`src/rtl/wdog_pkg.sv`:
```
package wdog_pkg;

    // Control byte layout
    localparam int CTRL_W     = 8;
    localparam int PSEL_W     = 3;
    localparam int EN_BIT     = 3;
    localparam int CHG_BIT    = 4;

    // Cycles the unlock window stays open after an opening write
    localparam int UNLOCK_WINDOW = 4;
    localparam int WIN_W         = $clog2(UNLOCK_WINDOW + 1);

    typedef enum logic [1:0] {
        LVL_OPEN    = 2'd0,
        LVL_GUARDED = 2'd1,
        LVL_LOCKED  = 2'd2
    } level_e;

    typedef struct packed {
        logic              chg;
        logic              en;
        logic [PSEL_W-1:0] psel;
    } ctrl_t;

    function automatic level_e decode_level(input logic [1:0] raw);
        case (raw)
            2'd0:    return LVL_OPEN;
            2'd1:    return LVL_GUARDED;
            default: return LVL_LOCKED;
        endcase
    endfunction

    function automatic ctrl_t unpack_ctrl(input logic [CTRL_W-1:0] b);
        ctrl_t c;
        c.chg  = b[CHG_BIT];
        c.en   = b[EN_BIT];
        c.psel = b[PSEL_W-1:0];
        return c;
    endfunction

    function automatic logic [CTRL_W-1:0] pack_ctrl(input ctrl_t c);
        return {3'b000, c.chg, c.en, c.psel};
    endfunction

endpackage

```
`src/rtl/wdog_ctrl_guard.sv`:
```
module wdog_ctrl_guard
    import wdog_pkg::*;
(
    input  logic              clk,
    input  logic              rst,
    input  level_e            level,
    input  logic              wr_en,
    input  logic [CTRL_W-1:0] wr_data,
    output ctrl_t             ctrl,
    output logic              restart
);

    logic [WIN_W-1:0]  win_q, win_nxt;
    logic              en_q, en_nxt;
    logic [PSEL_W-1:0] psel_q, psel_nxt;

    ctrl_t wr;
    logic  win_open;
    logic  opener;
    logic  complete;
    logic  psel_take;

    always_comb begin
        wr       = unpack_ctrl(wr_data);
        win_open = (win_q != '0);
        opener   = wr_en && wr.chg && wr.en;
        complete = wr_en && win_open && !wr.chg;
    end

    // Enable bit: setting is always free below the locked level,
    // clearing needs a completing write, locked level pins it high.
    always_comb begin
        en_nxt = en_q;
        if (level == LVL_LOCKED) begin
            en_nxt = 1'b1;
        end else if (wr_en) begin
            if (wr.en)
                en_nxt = 1'b1;
            else if (complete)
                en_nxt = 1'b0;
        end
    end

    // Period select: free only at the open level
    always_comb begin
        psel_take = wr_en && ((level == LVL_OPEN) || complete);
        psel_nxt  = psel_take ? wr.psel : psel_q;
    end

    // Unlock window countdown
    always_comb begin
        if (opener)
            win_nxt = WIN_W'(UNLOCK_WINDOW);
        else if (complete)
            win_nxt = '0;
        else if (win_open)
            win_nxt = win_q - 1'b1;
        else
            win_nxt = '0;
    end

    always_ff @(posedge clk) begin
        if (rst) begin
            en_q   <= (level == LVL_LOCKED);
            psel_q <= '0;
            win_q  <= '0;
        end else begin
            en_q   <= en_nxt;
            psel_q <= psel_nxt;
            win_q  <= win_nxt;
        end
    end

    assign restart = psel_take && (wr.psel != psel_q);

    always_comb begin
        ctrl.chg  = win_open;
        ctrl.en   = en_q || (level == LVL_LOCKED);
        ctrl.psel = psel_q;
    end

endmodule

```
`src/rtl/wdog_prescaler.sv`:
```
module wdog_prescaler #(
    parameter int DIV = 8
) (
    input  logic clk,
    input  logic rst,
    input  logic run,
    input  logic clear,
    output logic tick
);

    generate
        if (DIV <= 1) begin : g_bypass
            assign tick = run && !clear;
        end else begin : g_div
            localparam int PW = $clog2(DIV);
            logic [PW-1:0] cnt_q;

            assign tick = run && !clear && (cnt_q == PW'(DIV - 1));

            always_ff @(posedge clk) begin
                if (rst || clear || !run)
                    cnt_q <= '0;
                else if (tick)
                    cnt_q <= '0;
                else
                    cnt_q <= cnt_q + 1'b1;
            end
        end
    endgenerate

endmodule

```
`src/rtl/wdog_timeout.sv`:
```
module wdog_timeout
    import wdog_pkg::*;
#(
    parameter int BASE_EXP = 14
) (
    input  logic              clk,
    input  logic              rst,
    input  logic              run,
    input  logic              clear,
    input  logic              tick,
    input  logic [PSEL_W-1:0] psel,
    output logic              expire
);

    localparam int CNT_W = BASE_EXP + (1 << PSEL_W) - 1;

    logic [CNT_W-1:0] cnt_q;
    logic [CNT_W:0]   span;
    logic [CNT_W:0]   cnt_inc;
    logic             hits;

    // One-hot limit 2^(BASE_EXP + psel)
    always_comb begin
        span = '0;
        span[BASE_EXP + int'(psel)] = 1'b1;
    end

    assign cnt_inc = {1'b0, cnt_q} + (CNT_W + 1)'(1);
    assign hits    = tick && (cnt_inc == span);

    always_ff @(posedge clk) begin
        if (rst) begin
            cnt_q  <= '0;
            expire <= 1'b0;
        end else begin
            expire <= run && !clear && hits;
            if (!run || clear || hits)
                cnt_q <= '0;
            else if (tick)
                cnt_q <= cnt_inc[CNT_W-1:0];
        end
    end

endmodule

```
`src/rtl/wdog_guarded.sv`:
```
module wdog_guarded
    import wdog_pkg::*;
#(
    parameter int BASE_EXP  = 14,
    parameter int PRESC_DIV = 8
) (
    input  logic              clk,
    input  logic              rst,
    input  logic [1:0]        level_i,
    input  logic              wr_en_i,
    input  logic [CTRL_W-1:0] wr_data_i,
    output logic [CTRL_W-1:0] rd_data_o,
    input  logic              kick_i,
    output logic              wdt_reset_o
);

    level_e level;
    ctrl_t  ctrl;
    logic   restart;
    logic   clear;
    logic   tick;

    assign level = decode_level(level_i);

    wdog_ctrl_guard u_guard (
        .clk     (clk),
        .rst     (rst),
        .level   (level),
        .wr_en   (wr_en_i),
        .wr_data (wr_data_i),
        .ctrl    (ctrl),
        .restart (restart)
    );

    assign clear = kick_i || restart;

    wdog_prescaler #(.DIV(PRESC_DIV)) u_presc (
        .clk   (clk),
        .rst   (rst),
        .run   (ctrl.en),
        .clear (clear),
        .tick  (tick)
    );

    wdog_timeout #(.BASE_EXP(BASE_EXP)) u_tmo (
        .clk    (clk),
        .rst    (rst),
        .run    (ctrl.en),
        .clear  (clear),
        .tick   (tick),
        .psel   (ctrl.psel),
        .expire (wdt_reset_o)
    );

    assign rd_data_o = pack_ctrl(ctrl);

endmodule

```
`config.mk`:
```
export PLATFORM = sky130hd
export DESIGN_NAME = wdog_guarded
export DESIGN_NICKNAME = d
export VERILOG_FILES = /design/src/rtl/wdog_pkg.sv /design/src/rtl/wdog_ctrl_guard.sv /design/src/rtl/wdog_prescaler.sv /design/src/rtl/wdog_timeout.sv /design/src/rtl/wdog_guarded.sv
export SDC_FILE = /design/constraint.sdc
export NUM_CORES = 1
export LEC_CHECK = 0
export BUFFER_PORTS_ARGS = -buffer_cell sky130_fd_sc_hd__buf_2
export CORE_ASPECT_RATIO = 0.75
export CORE_MARGIN = 1.5
export CORE_UTILIZATION = 35
export DETAILED_ROUTE_END_ITERATION = 10
export PLACE_DENSITY = 0.51
export SKIP_CTS_REPAIR_TIMING = 1
export SYNTH_ARGS = -nofsm -noshare
export SYNTH_HDL_FRONTEND = slang
export SYNTH_SLANG_ARGS = --single-unit
```
`constraint.sdc`:
```
create_clock -name clk -period 3.9 [get_ports clk]
set_clock_uncertainty 0.2 [all_clocks]
set_input_delay 0.975 -clock clk [delete_from_list [all_inputs] [get_ports clk]]
set_output_delay 0.975 -clock clk [all_outputs]
set_load 0.01 [all_outputs]
```
==> impl_metrics.ini, run 1 <==
[setup_path]
crit_path_max_fanout = 13
r2r_start = u_tmo.cnt_q[0]
r2r_end = u_tmo.expire
critPathCapture = u_tmo.expire
critPathTopFamily = simple AND/OR/NAND/NOR gates
crit_required_ps = 3940
path_cells = ha_1 -> nand3_1 -> nor4b_2 -> xnor2_1 -> o21ba_1 -> or3_1 -> nor4_2 -> and4_1 -> buf_4 -> and2_2
cp-startpoint = u_tmo.cnt_q[0]
path_depth = 10
crit_slowest_cell = dfxtp_1
criticalPathCategory = register to register
r2r_cells = 10
rrSetupSlack_ps = 770
worst-path-buf-inv = 1
crit_path_max_incr_delay_ps = 440
crit_path_start_kind = register
worstPathArrival_ps = 3160
end_kind = register

[sta]
period_minus_slack_ps = 3130
setup_viol = 0
hold_viol_final = 0
fmax_mhz = 320
fin_tns_setup_ps = 0
rsz0062_at_grt = no
min_period_over_period = 0.801
finalMaxSlewViolations = 0

[finish]
drive_above_1_share = 0.215
diodes = 0
area.growth.synth_to_final_pct = 7.28
fin_area_um2 = 2530
fin_nets = 301
n_fill_cell = 656

[logic_synthesis]
synth_top_area_cell = dfxtp_1
synth_edf_count = 1
synth_warnings = 0
synth_area_per_cell_um2 = 8.72
netlist_area_um2 = 2350
synth_top_area_frac = 0.264
syn_inst = 270
synth-seq-area-share = 0.276
synth-seq-cells = 32
synthTopCellsByCount = dfxtp_1, nor2_1, xnor2_1
yosys.cell_count.top_type = dfxtp_1
synth_cell_types = 60
ys_async_sr_fraction = 0
ys.flop_type = dfxtp_1
synth_area_leaders = dfxtp_1, xnor2_1, xor2_1, nor3_2, nor2_1

[cts]
numCtsBuffers = 5
clock_sinks = 32
cts_root_buffer = clkbuf_8
cts_tree = built
clkSlewWorstSetupHoldPaths_ps = 60
htree_levels = 2
clock_latency_ps = 280
clockBufferDepth = 2

[power]
vdd_ir_drop_max_mv = 0.0995
p_leak_nw = 0.964
power-per-cell-area_nw_per_um2 = 263

[placed_design]
port_buffers = 16
gp_congestion = 0.841
dpl.hpwl_mm = 3.74
placed_area_um2 = 2450

[run_status]
status = finished, final reports clean

[route]
final_antenna_net_count = 0
drtIter0Drc = 141
wl_per_cell_um = 13.7
dr.pass1.iters = 4
wirelength_mm = 4.94
num_vias = 1825
drc = 0
via_per_inst = 5.07

[global_route]
grt_pass1_vias = 1730
grt_overflow_total = 0
grt_pass1_wl_mm = 8.45
grt_max_degree = 25
track_usage = 0.150
grt_antenna_before_repair = 0

[worst_hold_path]
hold_class = register to register

[floorplanning]
design.core.area_um2 = 6410
die_height_um = 74.0
die_area_um2 = 7230
rows = 25
dieWidth_um = 97.7
pin_count = 23
start_util = 0.367

[job]
cap_viol_max_count = 0
## cell usage in the layout, fill, tap and decap left out, types with 8 or more instances in the layout
cell      n
buf_4     9
dfxtp_1  31
nand4_1  11
nor2_1   25
nand2_1  14
nand3_1  14
nor3_2   10
inv_1     8
nor3_1   13
xnor2_1  21
buf_2    16
xor2_1   17
## sequential cells by signal, indices dropped and copies added (netlist names)
name and flops:
u_tmo.expire 1, u_presc.g_div.cnt_q 3, u_guard.psel_q 3, u_guard.win_q 3, u_tmo.cnt_q 21, u_guard.en_q 1
## layer usage
layer	global-route usage	wire, um	up-vias
li1	-	-	948
met1	0.218	2740	849
met2	0.213	1930	24
met3	0.0395	221	4
met4	0.0524	47	0
met5	0	0	-
## worst register-to-register path, cell delays in order (launching register included)
cell and delay [ps]:
dfxtp_1 440, ha_1 250, nand3_1 230, nor4b_2 300
xnor2_1 180, o21ba_1 170, or3_1 380, nor4_2 270
and4_1 260, buf_4 240, and2_2 170
## logic make-up after synthesis
family | synth area share
compound gates | 0.0606
xor+xnor | 0.155
fa+ha+maj | 0.0372
buf+inv | 0.0797
flops | 0.276
mux | 0.0218
other cells | 0.00159
simple gates | 0.368
## worst min-delay path by stage
stage                                start                endpoint  slack, ps  cells past startpoint
floorplan           u_presc.g_div.cnt_q[0]  u_presc.g_div.cnt_q[0]        210                      1
global placement    u_presc.g_div.cnt_q[0]  u_presc.g_div.cnt_q[0]        220                      1
detailed placement  u_presc.g_div.cnt_q[0]  u_presc.g_div.cnt_q[0]        230                      1
CTS                 u_presc.g_div.cnt_q[0]  u_presc.g_div.cnt_q[0]        240                      1
global route        u_presc.g_div.cnt_q[0]  u_presc.g_div.cnt_q[0]        270                      1
finish              u_presc.g_div.cnt_q[0]  u_presc.g_div.cnt_q[0]        230                      1
## layout make-up
cell class | count | area [um^2] | area share
multi-input combinational | 208 | 1520 | 0.603
sequential | 32 | 651 | 0.258
tap | 81 | 101 | 0.0401
clock buffer | 6 | 72.6 | 0.0287
inverter | 8 | 30.0 | 0.0119
timing repair buffer | 25 | 148 | 0.0584
## stage by stage
stage | total power [W] | setup WS (ps) | std cells | utilization | hold WS [ps]
after global routing | 0.000700 | 566 | 360 | 0.394 | 267
final | 0.000665 | 775 | 360 | 0.394 | 231
after floorplan | 0.000419 | 945 | 272 | - | 208
after global placement | 0.000438 | 507 | 354 | 0.383 | 222
after detailed placement | 0.000439 | 525 | 354 | 0.383 | 230
after CTS | 0.000678 | 744 | 360 | 0.394 | 239
## where the power goes
| part | internal [W] | total [W] | switching (W) |
|---|---|---|---|
| clock network | 0.000119 | 0.000234 | 0.000115 |
| logic | 0.0000398 | 0.0000901 | 0.0000503 |
| registers | 0.000335 | 0.000340 | 0.00000556 |
| total | 0.000493 | 0.000665 | 0.000171 |
Power figures use the tool's default switching activity.
==> run 2, diff against run 1 <==
- ABC_AREA: not set -> 1
- PLACE_DENSITY: 0.51 -> 0.52
- clock period: 3.9 -> 2.5 ns (I/O delays scaled with it)
==> run 2 against run 1 <==
Effect of this change:
- sequential power grew 67%
- global-route usage increased by 3.1 points
- register-to-register slack worse by 650 ps
- critical path depth up 6
- power rose by 130%
- routed wire length increased by 41%
- first-iteration DRC count grew 35%
- critical path type unchanged
- largest cell class unchanged
==> impl_metrics.ini, run 2 <==
[sta]
min_period_over_period = 0.951
finalMaxSlewViolations = 0
setup_viol = 0
setup_ws_ps = 123
fmax_mhz = 421
period_minus_slack_ps = 2380
fin_tns_setup_ps = 0
hold_viol_final = 0

[setup_path]
r2r_end = u_tmo.cnt_q[19]
rrSetupSlack_ps = 120
crit_path_max_fanout = 5
r2r_start = u_tmo.cnt_q[6]
worstPathArrival_ps = 2370
crit_required_ps = 2490
path_cells = nand2_1 -> nor2_2 -> nand2_4 -> nor2_4 -> nand2_2 -> nand2_2 -> nand2_2 -> nand2_2 -> nand2_1 -> nor2_2 -> nand2_2 -> nor2_1 -> nand2_1 -> nand2_4 -> clkbuf_16 -> nor2_2
end_kind = register
criticalPathCategory = register to register
r2r_cells = 16
crit_slowest_cell = dfxtp_1
crit_top_cell = nand2_2
crit_path_max_incr_delay_ps = 400
crit_path_start_kind = register

[logic_synthesis]
synthTopCellsByCount = nand2_1, inv_1, nor2_1
yosys.cell_count.top_type = nand2_1
ys_async_sr_fraction = 0
synth-seq-cells = 32
synth_top_area_cell = dfxtp_1
syn_inst = 439
synth_warnings = 0
synth_edf_count = 1
ys.flop_type = dfxtp_1
synth_top_area_frac = 0.240
synth-seq-area-share = 0.252
netlist_area_um2 = 2580
synth_cell_types = 29
synth_area_leaders = dfxtp_1, nand2_1, inv_1, nor2_1, nand3_1
synth_area_per_cell_um2 = 5.88

[route]
wirelength_mm = 6.97
final_antenna_net_count = 0
num_vias = 2648
drc = 0
dr.pass1.iters = 5
drtIter0Drc = 191
wl_per_cell_um = 12.3
via_per_inst = 4.66

[cts]
clkSlewWorstSetupHoldPaths_ps = 80
clock_sinks = 32
clockBufferDepth = 2
htree_levels = 2
cts_root_buffer = clkbuf_8
clock_latency_ps = 300
numCtsBuffers = 5
cts_tree = built

[global_route]
track_usage = 0.181
grt_antenna_before_repair = 0
grt_pass1_wl_mm = 11.0
grt_overflow_total = 0
grt_pass1_vias = 2248
grt_max_degree = 24

[floorplanning]
die_area_um2 = 7900
dieWidth_um = 102
die_height_um = 77.4
pin_count = 23
rows = 26
start_util = 0.371
design.core.area_um2 = 6960

[job]
cap_viol_max_count = 0

[finish]
utilization = 0.445
largest_reg_flops = 21
area.growth.synth_to_final_pct = 20.1
final_common_cell = nand2_1
fin_cells = 568
top_register = u_tmo.cnt_q
diodes = 0
mostFrequentLayoutCells = nand2_1, inv_1, nor2_1, nand3_1, dfxtp_1
fin_nets = 490
drive_above_1_share = 0.217

[run_status]
status = finished, final reports clean

[power]
vdd_ir_drop_max_mv = 0.275
power-per-cell-area_nw_per_um2 = 496
p_leak_nw = 1.33

[placed_design]
dpl.hpwl_mm = 5.12
port_buffers = 16
dp_cells = 551
gp_congestion = 0.895
pre_cts_slack_ps = 60.7

[worst_hold_path]
hold_class = register to register
holdPathStages = 1
hp-start = u_guard.win_q[0]
whs_endpoint = u_guard.win_q[0]
==> run 2: per-stage QoR <==
stage	area (um^2)	total power, W	hold WS (ps)
5_1_grt	3100	0.00164	250
2_1_floorplan	2590	0.000897	193
6_report	3100	0.00154	218
3_5_place_dp	2780	0.000995	209
4_1_cts	2890	0.00152	219
3_3_place_gp	2780	0.000993	202
==> run 2: cell families (layout without fill, tap and decap cells) <==
logic type | after synthesis | in the layout | share of synthesized area
and+or+nand+nor | 277 | 277 | 0.475
buffers and inverters | 80 | 109 | 0.135
AOI/OAI and AO/OA | 35 | 35 | 0.0732
DFF | 32 | 32 | 0.252
adders and majority gates | 7 | 7 | 0.0339
xor gates and xnor gates | 7 | 7 | 0.0301
other | 1 | 3 | 0.00145
==> run 2: final cells by class <==
type	count	area, um^2
Clock buffer	5	68.8
Clock inverter	3	42.5
Fill cell	797	3860
Inverter	69	259
Multi-Input combinational cell	329	1670
Sequential cell	32	669
Tap cell	98	123
Timing Repair Buffer	32	268
==> run 2: metal layers <==
| metal | wire length [um] | up-vias | track usage |
|---|---|---|---|
| met1 | 3670 | 1172 | 0.284 |
| met5 | 0 | - | 0 |
| met2 | 2770 | 69 | 0.238 |
| li1 | - | 1399 | - |
| met3 | 447 | 8 | 0.0432 |
| met4 | 79 | 0 | 0.0493 |
==> run 2: report_power, final <==
| part | leakage (nW) | switching, W | total, W | internal [W] |
|---|---|---|---|---|
| combinational | 1.01 | 0.000280 | 0.000451 | 0.000170 |
| sequential | 0.268 | 0.0000233 | 0.000567 | 0.000544 |
| clock | 0.0541 | 0.000226 | 0.000521 | 0.000295 |
==> run 2: worst max-delay path by stage <==
stage | slack [ps] | to | cells after the start | from
after detailed placement | 60 | u_tmo.cnt_q[2] | 15 | u_tmo.cnt_q[0]
after global placement | 100 | u_tmo.cnt_q[12] | 15 | u_tmo.cnt_q[0]
final | 120 | u_tmo.cnt_q[19] | 16 | u_tmo.cnt_q[6]
after CTS | 50 | u_tmo.cnt_q[5] | 15 | u_tmo.cnt_q[0]
after floorplan | 360 | u_tmo.cnt_q[0] | 14 | u_guard.psel_q[1]
after global routing | -8 | u_tmo.cnt_q[5] | 15 | u_guard.win_q[0]
==> run 2: critical path, delay by kind of cell, from the launching register on <==
kind | cells | cell delay, ps
simple gates | 15 | 1500
buf+inv | 1 | 170
flops | 1 | 400
==> run 3, diff against run 2 <==
- SLEW_MARGIN: not set -> 20
- clock period: 2.5 -> 2.1 ns (I/O delays scaled with it)
==> run 3 against run 2 <==
Effect of this change:
- the flow now finishes with violations (negative setup slack)
- fmax grew 1.5%
- sequential share of layout area shrank 4.2 points
- cell area grew 23%
- count of clock-buffer cells in the layout grew 1
- clock power grew 18%
- die area is the same
- critical path depth shrank 2
- global-route usage grew 1.2 points
- largest cell class unchanged
==> impl_metrics.ini, run 3 (synthesis results as in run 2) <==
[sta]
setup_viol = 22
setup_ws_ps = -242
rsz0062_at_grt = yes
period_minus_slack_ps = 2340
holdWs_ps = 222
min_period_over_period = 1.12
fin_tns_setup_ps = -4860
finalMaxSlewViolations = 0
fmax_mhz = 427
hold_viol_final = 0

[worst_hold_path]
hold_class = register to register
hp-start = u_guard.win_q[0]
holdPathStages = 1
whs_endpoint = u_guard.win_q[0]

[route]
wirelength_mm = 7.58
dr.pass1.iters = 5
via_per_inst = 4.46
num_vias = 2870
drc = 0
wl_per_cell_um = 11.8
final_antenna_net_count = 0
drtIter0Drc = 163

[setup_path]
worstPathArrival_ps = 2330
end_kind = register
crit_path_start_kind = register
r2r_cells = 14
r2r_end = u_tmo.cnt_q[0]
r2r_start = u_tmo.cnt_q[1]
rrSetupSlack_ps = -240
crit_required_ps = 2090
criticalPathCategory = register to register
crit_path_max_fanout = 6

[placed_design]
port_buffers = 16
dp_cells = 621
gp_congestion = 0.892
placed_area_um2 = 3310
dpl.hpwl_mm = 5.54

[cts]
clock_latency_ps = 290
clock_sinks = 32
cts_root_buffer = clkbuf_8
clkSlewWorstSetupHoldPaths_ps = 70
cts_tree = built
htree_levels = 2
clockBufferDepth = 2
numCtsBuffers = 5

[power]
power.clock.fraction = 0.312
sw_frac_of_total = 0.338
p_int_w = 0.00130
vdd_ir_drop_max_mv = 0.348
combPwrFrac = 0.348
p_leak_nw = 1.72
power-per-cell-area_nw_per_um2 = 515
pwr-share-seq = 0.340
power.switching_w = 0.000665

[global_route]
grt_use_met2 = 0.276
grt_util_met1 = 0.299
grt_pass1_wl_mm = 11.9
grt_max_degree = 26
grt_overflow_total = 0
grt_antenna_before_repair = 0
grt_pass1_vias = 2516
track_usage = 0.193
gr-usage-met3 = 0.0324
top_usage_layer = met1

[finish]
fin_nets = 565
utilization = 0.549
mostFrequentLayoutCells = nand2_1, buf_4, inv_1, nor2_1, nor2_2
diodes = 0
fin_area_um2 = 3820
fin_cells = 643
largest_reg_flops = 21
final_common_cell = nand2_1
top_register = u_tmo.cnt_q
drive_above_1_share = 0.374
area.growth.synth_to_final_pct = 47.9

[floorplanning]
pin_count = 23
die_height_um = 77.4
start_util = 0.371
rows = 26
die_area_um2 = 7900
design.core.area_um2 = 6960
dieWidth_um = 102

[job]
cap_viol_max_count = 0

[run_status]
violations = negative setup slack
status = complete, but fails checks
==> run 3: changes by cell type in the layout (fill, tap and decap cells not counted), sizes merged <==
cell,previous run,this run
clkinvlp,1,0
clkbuf,7,8
buf,30,105
==> run 3: cell type report <==
cell class | count | area, um^2
flip-flops and latches | 32 | 664
well taps | 98 | 123
multi-input cells | 329 | 1810
clock buffers | 6 | 72.6
fillers | 733 | 3140
repair buffers | 107 | 856
clock inverters | 2 | 35.0
inverters | 69 | 259
==> run 3: stage by stage <==
step,worst slack [ps],power [W]
after detailed placement,-271,0.00129
after global routing,-343,0.00210
after floorplan,35.6,0.00107
final,-242,0.00197
after global placement,-234,0.00129
after CTS,-296,0.00190
==> run 3: how the worst max path moves through the flow <==
| stage | from | to | slack [ps] | cells past startpoint |
|---|---|---|---|---|
| floorplan | u_guard.psel_q[2] | u_tmo.cnt_q[0] | 40 | 14 |
| global placement | u_tmo.cnt_q[0] | u_tmo.cnt_q[11] | -230 | 13 |
| detailed placement | u_tmo.cnt_q[1] | u_tmo.cnt_q[8] | -270 | 15 |
| CTS | u_tmo.cnt_q[1] | u_tmo.cnt_q[6] | -300 | 15 |
| global route | u_tmo.cnt_q[1] | u_tmo.cnt_q[20] | -340 | 14 |
| finish | u_tmo.cnt_q[1] | u_tmo.cnt_q[0] | -240 | 14 |
==> run 3: worst max-delay path: stages, from the launching register on <==
cell       delay (ps)
dfxtp_2           370
ha_4              170
nand2_4            60
nor2_4            140
buf_12            140
nand4_1           150
xor2_1            230
nand2_1            90
nand2_2            80
nand2_2            70
nor2_1             90
nand2_1           100
nand2_4           130
clkbuf_16         170
nor2_2             30
==> run 3: layer usage <==
layer  routed length [um]  vias to the layer above
li1                     -                     1559
met1                 4140                     1263
met2                 3110                       38
met3                  236                       10
met4                   87                        0
met5                    0                        -
==> run 3: power groups by stage <==
stage                     Sequential, W  Clock [W]  Combinational [W]
after global placement         0.000680          0           0.000608
after CTS                      0.000668   0.000626           0.000610
final                          0.000668   0.000614           0.000684
after global routing           0.000674   0.000658           0.000772
after detailed placement       0.000682          0           0.000606
after floorplan                0.000697          0           0.000372
